## config.mk

```make
export PLATFORM = sky130hd
export DESIGN_NAME = fsel_strap_decoder
export DESIGN_NICKNAME = d
export VERILOG_FILES = /design/src/rtl/fsel_pkg.sv /design/src/rtl/fsel_sync.sv /design/src/rtl/fsel_strap_latch.sv /design/src/rtl/fsel_src_ovr.sv /design/src/rtl/fsel_mode_decode.sv /design/src/rtl/fsel_strap_decoder.sv
export SDC_FILE = /design/constraint.sdc
export NUM_CORES = 1
export LEC_CHECK = 0
export BUFFER_PORTS_ARGS = -buffer_cell sky130_fd_sc_hd__buf_2
export CAP_MARGIN = 15
export CORE_MARGIN = 2
export CORE_UTILIZATION = 36
export DETAILED_ROUTE_END_ITERATION = 7
export PLACE_DENSITY_LB_ADDON = 0.3
export SKIP_CTS_REPAIR_TIMING = 1
export SLEW_MARGIN = 20
export SYNTH_ARGS = -nofsm -noshare
export SYNTH_HDL_FRONTEND = slang
export SYNTH_SLANG_ARGS = --single-unit
```

## constraint.sdc

```tcl
create_clock -name clk_i -period 4.48 [get_ports clk_i]
set_input_delay 0.448 -clock clk_i [delete_from_list [all_inputs] [get_ports clk_i]]
set_output_delay 0.448 -clock clk_i [all_outputs]
set_load 0.005 [all_outputs]
```

## src/rtl/fsel_pkg.sv

```systemverilog
package fsel_pkg;
  localparam int CODE_W = 3;
  localparam int MHZ_W  = 10;
  localparam logic [CODE_W-1:0] SAFE_CODE = 3'b000;

  typedef struct packed {
    logic fs_a;
    logic fs_b;
    logic src;
    logic pci;
    logic usb;
    logic shr;
  } strap_t;

  function automatic logic [MHZ_W-1:0] code_to_mhz(input logic [CODE_W-1:0] code);
    logic [MHZ_W-1:0] base;
    // low two bits pick the base rate, bit 2 doubles it (except the 166 -> 333 row)
    case (code[1:0])
      2'd0:    base = 10'd100;
      2'd1:    base = 10'd200;
      2'd2:    base = 10'd133;
      default: base = 10'd166;
    endcase
    if (!code[2])                 code_to_mhz = base;
    else if (code[1:0] == 2'd0)   code_to_mhz = 10'd200;
    else if (code[1:0] == 2'd3)   code_to_mhz = 10'd333;
    else                          code_to_mhz = base << 1;
  endfunction
endpackage

```

## src/rtl/fsel_sync.sv

```systemverilog
module fsel_sync #(
  parameter int             W       = 1,
  parameter int             STAGES  = 2,
  parameter logic [W-1:0]   RST_VAL = '0
) (
  input  logic         clk_i,
  input  logic         rst_ni,
  input  logic [W-1:0] d_i,
  output logic [W-1:0] q_o
);
  logic [W-1:0] stg_q [STAGES];

  always_ff @(posedge clk_i or negedge rst_ni) begin
    if (!rst_ni) begin
      for (int s = 0; s < STAGES; s++) stg_q[s] <= RST_VAL;
    end else begin
      stg_q[0] <= d_i;
      for (int s = 1; s < STAGES; s++) stg_q[s] <= stg_q[s-1];
    end
  end

  assign q_o = stg_q[STAGES-1];
endmodule

```

## src/rtl/fsel_strap_latch.sv

```systemverilog
module fsel_strap_latch
  import fsel_pkg::*;
(
  input  logic   clk_i,
  input  logic   rst_ni,
  input  logic   pwrgd_s_ni,
  input  strap_t pins_i,
  output strap_t latched_o,
  output logic   valid_o
);
  strap_t lat_q;
  logic   vld_q;

  // one-shot capture: first synchronized low of the qualifier
  always_ff @(posedge clk_i or negedge rst_ni) begin
    if (!rst_ni) begin
      lat_q <= '0;
      vld_q <= 1'b0;
    end else if (!vld_q && !pwrgd_s_ni) begin
      lat_q <= pins_i;
      vld_q <= 1'b1;
    end
  end

  assign latched_o = lat_q;
  assign valid_o   = vld_q;
endmodule

```

## src/rtl/fsel_src_ovr.sv

```systemverilog
module fsel_src_ovr (
  input  logic clk_i,
  input  logic rst_ni,
  input  logic wr_i,
  input  logic wdata_i,
  output logic vld_o,
  output logic val_o
);
  always_ff @(posedge clk_i or negedge rst_ni) begin
    if (!rst_ni) begin
      vld_o <= 1'b0;
      val_o <= 1'b0;
    end else if (wr_i) begin
      vld_o <= 1'b1;
      val_o <= wdata_i;
    end
  end
endmodule

```

## src/rtl/fsel_mode_decode.sv

```systemverilog
module fsel_mode_decode
  import fsel_pkg::*;
(
  input  strap_t              lat_i,
  input  logic                test_i,
  input  logic                safe_act_i,
  input  logic                ovr_vld_i,
  input  logic                ovr_val_i,
  input  logic                pstop_ni,
  output logic [CODE_W-1:0]   code_o,
  output logic [MHZ_W-1:0]    mhz_o,
  output logic                src_200_o,
  output logic                pci_25_o,
  output logic                usb_24_o,
  output logic                shr_48_o,
  output logic [7:0]          status_o
);
  always_comb begin
    code_o    = safe_act_i ? SAFE_CODE : {test_i, lat_i.fs_a, lat_i.fs_b};
    mhz_o     = code_to_mhz(code_o);
    src_200_o = ovr_vld_i ? ovr_val_i : lat_i.src;
    pci_25_o  = lat_i.pci;
    usb_24_o  = lat_i.usb;
    shr_48_o  = lat_i.shr;
    status_o  = {4'b0000, pstop_ni, 1'b0, lat_i.fs_b, lat_i.fs_a};
  end
endmodule

```

## src/rtl/fsel_strap_decoder.sv

```systemverilog
module fsel_strap_decoder
  import fsel_pkg::*;
#(
  parameter int SYNC_STAGES = 2
) (
  input  logic              clk_i,
  input  logic              rst_ni,
  input  logic              fs_a_i,
  input  logic              fs_b_i,
  input  logic              pwrgd_ni,
  input  logic              strap_src_i,
  input  logic              strap_pci_i,
  input  logic              strap_usb_i,
  input  logic              strap_shr_i,
  input  logic              test_mode_i,
  input  logic              safe_sel_i,
  input  logic              pd_safe_ni,
  input  logic              pstop_ni,
  input  logic              src_wr_i,
  input  logic              src_wdata_i,
  output logic [CODE_W-1:0] cpu_code_o,
  output logic [MHZ_W-1:0]  cpu_mhz_o,
  output logic              src_200_o,
  output logic              pci_25_o,
  output logic              usb_24_o,
  output logic              shr_48_o,
  output logic              straps_valid_o,
  output logic [7:0]        status_o
);
  logic [1:0] async_s;
  logic       pwrgd_s_n;
  logic       pd_safe_s_n;
  logic       safe_act;
  strap_t     pins;
  strap_t     lat;
  logic       ovr_vld;
  logic       ovr_val;

  fsel_sync #(.W(2), .STAGES(SYNC_STAGES), .RST_VAL(2'b11)) u_sync (
    .clk_i (clk_i),
    .rst_ni(rst_ni),
    .d_i   ({pwrgd_ni, pd_safe_ni}),
    .q_o   (async_s)
  );
  assign pwrgd_s_n   = async_s[1];
  assign pd_safe_s_n = async_s[0];
  assign safe_act    = safe_sel_i & ~pd_safe_s_n;

  assign pins = '{fs_a: fs_a_i, fs_b: fs_b_i, src: strap_src_i,
                  pci: strap_pci_i, usb: strap_usb_i, shr: strap_shr_i};

  fsel_strap_latch u_latch (
    .clk_i     (clk_i),
    .rst_ni    (rst_ni),
    .pwrgd_s_ni(pwrgd_s_n),
    .pins_i    (pins),
    .latched_o (lat),
    .valid_o   (straps_valid_o)
  );

  fsel_src_ovr u_ovr (
    .clk_i  (clk_i),
    .rst_ni (rst_ni),
    .wr_i   (src_wr_i),
    .wdata_i(src_wdata_i),
    .vld_o  (ovr_vld),
    .val_o  (ovr_val)
  );

  fsel_mode_decode u_dec (
    .lat_i     (lat),
    .test_i    (test_mode_i),
    .safe_act_i(safe_act),
    .ovr_vld_i (ovr_vld),
    .ovr_val_i (ovr_val),
    .pstop_ni  (pstop_ni),
    .code_o    (cpu_code_o),
    .mhz_o     (cpu_mhz_o),
    .src_200_o (src_200_o),
    .pci_25_o  (pci_25_o),
    .usb_24_o  (usb_24_o),
    .shr_48_o  (shr_48_o),
    .status_o  (status_o)
  );
endmodule

```

==> impl_metrics.sql, run 1 <==
INSERT INTO impl_metrics (metric_group, metric, value, unit) VALUES
('run_status', 'run_status', 'complete, no violations', ''),
('run', 'drv.max_cap_violation_count', '0', ''),
('worst_setup_path', 'crit_slowest_cell', 'sky130_fd_sc_hd__dfstp_2', ''),
('route', 'antenna_left', '0', ''),
('synth', 'synth.ff_latch_count', '13', ''),
('floorplan', 'design.core.area', '1940', 'um^2'),
('power', 'p_sw_frac', '0.240', ''),
('synth', 'yosys.area.top_type', 'sky130_fd_sc_hd__dfrtp_1', ''),
('floorplan', 'num_io_pins', '41', ''),
('worst_setup_path', 'critPathLaunchType', 'register', ''),
('clock_tree', 'cts_max_path_bufs', '2', ''),
('clock_tree', 'tritoncts_clock_tree', 'built', ''),
('worst_setup_path', 'critical-path-max-stage-delay', '0.51', 'ns'),
('power', 'power.total', '239', 'uW'),
('power', 'pwr-share-clk', '0.280', ''),
('placement', 'hpwl', '1000', 'um'),
('sta', 'fin_crit_sh', '0.546', ''),
('placement', 'gp_congestion', '0.703', ''),
('sta', 'grt_setup_unrepaired', 'no', ''),
('synth', 'synth_top_area_share', '0.304', ''),
('placement', 'placement.io_buffers', '32', ''),
('clock_tree', 'clk_pin_slew_worst_paths', '0.07', 'ns'),
('floorplan', 'die_w', '49.4', 'um'),
('route', 'first_iter_violations', '3', ''),
('placement', 'placement_cell_area', '875', 'um^2'),
('floorplan', 'site_row_count', '16', ''),
('cells_and_area', 'post_layout_nonfiller_instances', '119', ''),
('power', 'power.leakage', '0.000483', 'uW'),
('clock_tree', 'total_clock_sinks', '13', ''),
('grt', 'grt_util_overall', '0.115', ''),
('clock_tree', 'worstSkewPairLatency', '0.26', 'ns'),
('worst_setup_path', 'critical_path_fanouts_max', '7', ''),
('floorplan', 'die-area', '2440', 'um^2'),
('synth', 'seq_area_frac_synth', '0.446', ''),
('placement', 'placed_cells_incl_taps', '115', ''),
('synth', 'ys_top_cells_by_area', 'sky130_fd_sc_hd__dfrtp_1 (30%), sky130_fd_sc_hd__dfstp_2 (14%), sky130_fd_sc_hd__mux2_2 (14%)', ''),
('grt', 'grt_pass1_vias', '535', ''),
('grt', 'grt_first_pass_wirelength', '2190', 'um'),
('worst_setup_path', 'cp.required', '4.03', 'ns'),
('sta', 'final_max_slew_viol_count', '0', ''),
('sta', 'finalWorstPathRequiredPeriod', '2.44', 'ns'),
('synth', 'synth_cell_types', '18', ''),
('floorplan', 'initial_core_util', '0.381', ''),
('cells_and_area', 'num-nets-final', '114', ''),
('power', 'total_internal_power', '182', 'uW'),
('clock_tree', 'clk_root_buffer_cell', 'sky130_fd_sc_hd__clkbuf_4', ''),
('power', 'reported_net_switching_power', '57.3', 'uW'),
('synth', 'synthCells', '61', ''),
('power', 'ir_worst_vdd', '166', 'uV'),
('cells_and_area', 'insertedDiodeCount', '0', ''),
('cells_and_area', 'drive_above_1_share', '0.587', ''),
('worst_setup_path', 'critPathArrivalTime', '2.00', 'ns'),
('synth', 'yosysWarnings', '0', ''),
('cells_and_area', 'postLayoutCellArea', '901', 'um^2'),
('route', 'vias', '504', ''),
('cells_and_area', 'leading_cell_types_in_the_layout_fill_and_taps_excluded', 'sky130_fd_sc_hd__buf_2 (32), sky130_fd_sc_hd__mux2_2 (9), sky130_fd_sc_hd__dfrtp_1 (9)', ''),
('route', 'post_route_drc', '0', ''),
('synth', 'synth_area_per_cell', '12.1', 'um^2'),
('sta', 'finalHoldViolCount', '0', ''),
('cells_and_area', 'layout_commonest_cell', 'sky130_fd_sc_hd__buf_2', ''),
('power', 'power_density_over_the_cells', '266', 'nW/um^2'),
('clock_tree', 'cts_made_buffers', '3', ''),
('worst_setup_path', 'critical_path.most_common_cell', 'sky130_fd_sc_hd__nand2_1', ''),
('route', 'routedWlPerCell', '10.0', 'um'),
('worst_setup_path', 'critical_path_class', 'register to output pin', ''),
('sta', 'fin_worst_skew', '0.000941', 'ns'),
('grt', 'pin_count_of_the_biggest_net_entering_global_routing', '14', ''),
('route', 'detail_route.first_pass.iterations', '2', ''),
('synth', 'post_synth_instance_area', '741', 'um^2'),
('grt', 'overflow', '0', ''),
('worst_setup_path', 'crit_chain', 'nand2b_1, nand2_1, ha_1, mux2_2, nand2_1, buf_2', '');
[metrics by stage]
stage                     worst slack (ns)  hold slack, ns
after CTS                             2.02          0.0552
after floorplan                       2.59           0.152
final                                 2.04          0.0530
after detailed placement              2.29           0.341
after global placement                2.35           0.345
after global routing                  1.88          0.0653
[cell families after synthesis]
kind of cell,after synthesis,share of synthesized area
muxes,14,0.218
other,1,0.00506
adders and majority gates,6,0.101
AOI/OAI and AO/OA,1,0.00675
DFF,13,0.446
and+or+nand+nor,11,0.0912
buffers and inverters,15,0.132
[cells in the mapped netlist]
| cell type | count |
|---|---|
| sky130_fd_sc_hd__buf_4 | 9 |
| sky130_fd_sc_hd__dfrtp_1 | 9 |
| sky130_fd_sc_hd__mux2_2 | 9 |
| sky130_fd_sc_hd__ha_1 | 6 |
| sky130_fd_sc_hd__inv_1 | 5 |
| sky130_fd_sc_hd__dfstp_2 | 4 |
| sky130_fd_sc_hd__nand2_1 | 4 |
| sky130_fd_sc_hd__mux2i_1 | 3 |
| sky130_fd_sc_hd__mux2_4 | 2 |
| sky130_fd_sc_hd__nand2b_1 | 2 |
| sky130_fd_sc_hd__a21oi_1 | 1 |
| sky130_fd_sc_hd__and3_2 | 1 |
| sky130_fd_sc_hd__buf_6 | 1 |
| sky130_fd_sc_hd__conb_1 | 1 |
| sky130_fd_sc_hd__nand2_4 | 1 |
| sky130_fd_sc_hd__nor2_1 | 1 |
| sky130_fd_sc_hd__nor2_4 | 1 |
| sky130_fd_sc_hd__or2_2 | 1 |
[power groups by stage]
| stage | Sequential (uW) | Clock [uW] | Combinational (uW) |
|---|---|---|---|
| 4_1_cts | 128 | 70.5 | 45.5 |
| 2_1_floorplan | 129 | 0 | 29.6 |
| 6_report | 128 | 67.1 | 44.6 |
| 5_1_grt | 129 | 77.2 | 51.1 |
| 3_5_place_dp | 130 | 0 | 45.4 |
| 3_3_place_gp | 130 | 0 | 44.3 |
[path summary, 6_finish.rpt]
path | slack (ns) | startpoint | end | cells after the start
setup / recovery | 2.04 | u_sync.q_o[0] | cpu_mhz_o[6] | 6
max in group asynchronous | 4.15 | rst_ni | u_sync.stg_q[3] | 1
setup reg to reg | 3.41 | u_latch.valid_o | u_latch.latched_o[4] | 2
hold reg to reg | 0.36 | u_sync.stg_q[2] | u_sync.q_o[0] | 0
hold / removal | 0.05 | rst_ni | u_latch.latched_o[3] | 1
min in group clk_i | 0.28 | pwrgd_ni | u_sync.stg_q[3] | 1
[cell type report]
type	count	area (um^2)
tap	27	33.8
multi-input combinational	38	332
fill	205	1040
timing repair buffer	32	160
sequential	13	330
inverter	5	18.8
clock buffer	4	26.3
[registers in the layout (all words and copies together), names as in the netlist]
signal / count
u_ovr.val_o: 1
u_sync.stg_q: 2
u_sync.q_o: 2
u_latch.valid_o: 1
u_ovr.vld_o: 1
u_latch.latched_o: 6
[critical path: cells and delay by family (launching register included)]
kind	cells	cell delay, ns
buffers and inverters	1	0.11
DFF	1	0.51
muxes	1	0.27
adders and majority gates	1	0.32
and+or+nand+nor	3	0.52
[layer usage]
| layer | vias to the layer above | part of all wire | track usage |
|---|---|---|---|
| li1 | 242 | - | - |
| met1 | 231 | 0.40 | 0.116 |
| met2 | 31 | 0.49 | 0.223 |
| met3 | 0 | 0.11 | 0.0368 |
| met4 | 0 | 0 | 0.0286 |
| met5 | - | 0 | 0 |
Power figures use the tool's default switching activity.
==> run 2, diff against run 1 <==
- clock period: 4.48 -> 2.4 ns (I/O delays scaled with it)
==> run 2 against run 1 <==
  * Setup slack worse by 1.8 ns
  * Register-to-register slack got worse by 2.1 ns
  * Routed wire length is 2.8% lower
  * Count of clock-buffer cells in the layout is the same
  * Global-route usage fell by 0.85 points
  * Sequential share of layout area down 0.50 points
  * Critical endpoint unchanged
==> impl_metrics.sql, run 2 (synthesized netlist as in run 1, its figures left out) <==
INSERT INTO impl_metrics (metric_group, metric, value, unit) VALUES
('placement', 'dpl_worst_slack', '0.429', 'ns'),
('clock_tree', 'ctsHtreeMaxLevel', '1', ''),
('route', 'routedWlPerCell', '9.67', 'um'),
('grt', 'initial_antenna_violation_count', '0', ''),
('power', 'p_comb_frac', '0.189', ''),
('route', 'detail_route.first_pass.iterations', '1', ''),
('cells_and_area', 'num-nets-final', '115', ''),
('route', 'post_route_drc', '0', ''),
('floorplan', 'initial_core_util', '0.381', ''),
('run', 'drv.max_cap_violation_count', '0', ''),
('power', 'reported_net_switching_power', '107', 'uW'),
('floorplan', 'design.core.area', '1940', 'um^2'),
('route', 'vias', '489', ''),
('sta', 'final_max_slew_viol_count', '0', ''),
('cells_and_area', 'layout_commonest_cell', 'sky130_fd_sc_hd__buf_2', ''),
('power', 'pwr-share-clk', '0.280', ''),
('sta', 'grt_setup_unrepaired', 'no', ''),
('cells_and_area', 'num-fill-cells', '187', ''),
('worst_hold_path', 'holdCritPathClass', 'input pin to register', ''),
('power', 'power_density_over_the_cells', '490', 'nW/um^2'),
('sta', 'max_freq', '471', 'MHz'),
('power', 'total_internal_power', '341', 'uW'),
('power', 'power.sequential.fraction', '0.531', ''),
('clock_tree', 'total_clock_sinks', '13', ''),
('route', 'antenna_left', '0', ''),
('cells_and_area', 'utilization', '0.470', ''),
('floorplan', 'num_io_pins', '41', ''),
('power', 'power.leakage', '0.000488', 'uW'),
('cells_and_area', 'largest_register_ff_count', '6', ''),
('clock_tree', 'clk_root_buffer_cell', 'sky130_fd_sc_hd__clkbuf_4', ''),
('worst_setup_path', 'cp.required', '2.16', 'ns'),
('placement', 'gp_congestion', '0.702', ''),
('grt', 'pin_count_of_the_biggest_net_entering_global_routing', '14', ''),
('sta', 'fin_crit_sh', '0.885', ''),
('clock_tree', 'worstSkewPairLatency', '0.26', 'ns'),
('floorplan', 'die-area', '2440', 'um^2'),
('placement', 'placement.io_buffers', '32', ''),
('cells_and_area', 'leading_cell_types_in_the_layout_fill_and_taps_excluded', 'sky130_fd_sc_hd__buf_2 (32), sky130_fd_sc_hd__mux2_2 (9), sky130_fd_sc_hd__dfrtp_1 (9)', ''),
('power', 'p_sw_frac', '0.238', ''),
('clock_tree', 'tritoncts_clock_tree', 'built', ''),
('cells_and_area', 'drive_above_1_share', '0.591', ''),
('clock_tree', 'clk_pin_slew_worst_paths', '0.07', 'ns'),
('route', 'drt_wl_total', '1160', 'um'),
('floorplan', 'die_h', '49.4', 'um'),
('grt', 'grt_util_overall', '0.106', ''),
('route', 'avgViaCountPerCell', '4.08', ''),
('sta', 'finalWorstPathRequiredPeriod', '2.12', 'ns'),
('sta', 'setup-violations-final', '0', ''),
('grt', 'grt_first_pass_wirelength', '2060', 'um'),
('grt', 'grt_pass1_vias', '500', ''),
('sta', 'finalHoldViolCount', '0', ''),
('worst_setup_path', 'critPathLaunchType', 'register', ''),
('worst_setup_path', 'endpoint_kind', 'output pin', ''),
('grt', 'overflow', '0', ''),
('floorplan', 'site_row_count', '16', ''),
('clock_tree', 'cts_max_path_bufs', '2', ''),
('floorplan', 'die_w', '49.4', 'um'),
('worst_setup_path', 'critical_path_class', 'register to output pin', ''),
('run_status', 'run_status', 'complete, no violations', ''),
('placement', 'hpwl', '960', 'um'),
('cells_and_area', 'synthToLayoutAreaGrowth', '23.3', '%'),
('sta', 'setup-tns-final', '0', 'ns'),
('power', 'ir_worst_vdd', '281', 'uV'),
('cells_and_area', 'multi_input_comb_area', '334', 'um^2'),
('worst_setup_path', 'critPathArrivalTime', '1.88', 'ns'),
('clock_tree', 'cts_made_buffers', '3', ''),
('route', 'first_iter_violations', '0', ''),
('cells_and_area', 'insertedDiodeCount', '0', ''),
('sta', 'timing.final.ws_setup', '0.275', 'ns'),
('sta', 'fin_worst_skew', '0.000771', 'ns'),
('cells_and_area', 'final-seq-area', '330', 'um^2'),
('worst_setup_path', 'critical_path_fanouts_max', '7', '');
## run 2: worst paths after layout
kind | from | to | slack [ns] | cells past startpoint
max reg2reg | u_latch.valid_o | u_latch.latched_o[4] | 1.33 | 2
max | u_sync.q_o[0] | cpu_mhz_o[6] | 0.28 | 6
min in group asynchronous | rst_ni | u_latch.latched_o[3] | 0.38 | 2
min reg2reg | u_sync.stg_q[3] | u_sync.q_o[1] | 0.36 | 0
max in group asynchronous | rst_ni | u_sync.stg_q[2] | 1.75 | 2
min | pwrgd_ni | u_sync.stg_q[3] | 0.07 | 1
## run 2: power groups by stage
| stage | registers (uW) | clock network (uW) | logic [uW] |
|---|---|---|---|
| after floorplan | 241 | 0 | 55.3 |
| after global placement | 242 | 0 | 82.6 |
| after detailed placement | 242 | 0 | 84.0 |
| after CTS | 238 | 131 | 84.4 |
| after global routing | 240 | 146 | 96.6 |
| final | 238 | 125 | 84.5 |
## run 2: stage by stage
step                      hold WS (ns)  cell area (um^2)  cells  total power [uW]
final                           0.0712               913    120               448
after global routing            0.0442               913    120               483
after CTS                       -0.152               901    119               454
after detailed placement         0.134               875    115               326
after global placement           0.135               875    115               324
after floorplan                -0.0556               759     66               296
## run 2: worst max-delay path: stages (launching register included)
cell and delay, ns:
sky130_fd_sc_hd__dfstp_2 0.51, sky130_fd_sc_hd__nand2b_2 0.19, sky130_fd_sc_hd__nand2_1 0.16, sky130_fd_sc_hd__ha_1 0.33, sky130_fd_sc_hd__mux2_2 0.27, sky130_fd_sc_hd__nand2_1 0.06
sky130_fd_sc_hd__buf_2 0.11
## run 2: final cells by class
cell class	count	area share
Timing Repair Buffer	33	0.186
Tap cell	27	0.0370
Multi-Input combinational cell	38	0.366
Inverter	5	0.0205
Sequential cell	13	0.362
Clock buffer	4	0.0288
## run 2: layer usage
metal	vias up	routed length, um	part of all wire	GRT usage
met5	-	0	0	0
met4	0	0	0	0.0286
met3	0	157	0.14	0.0399
met2	31	533	0.46	0.200
met1	214	469	0.40	0.108
li1	244	-	-	-
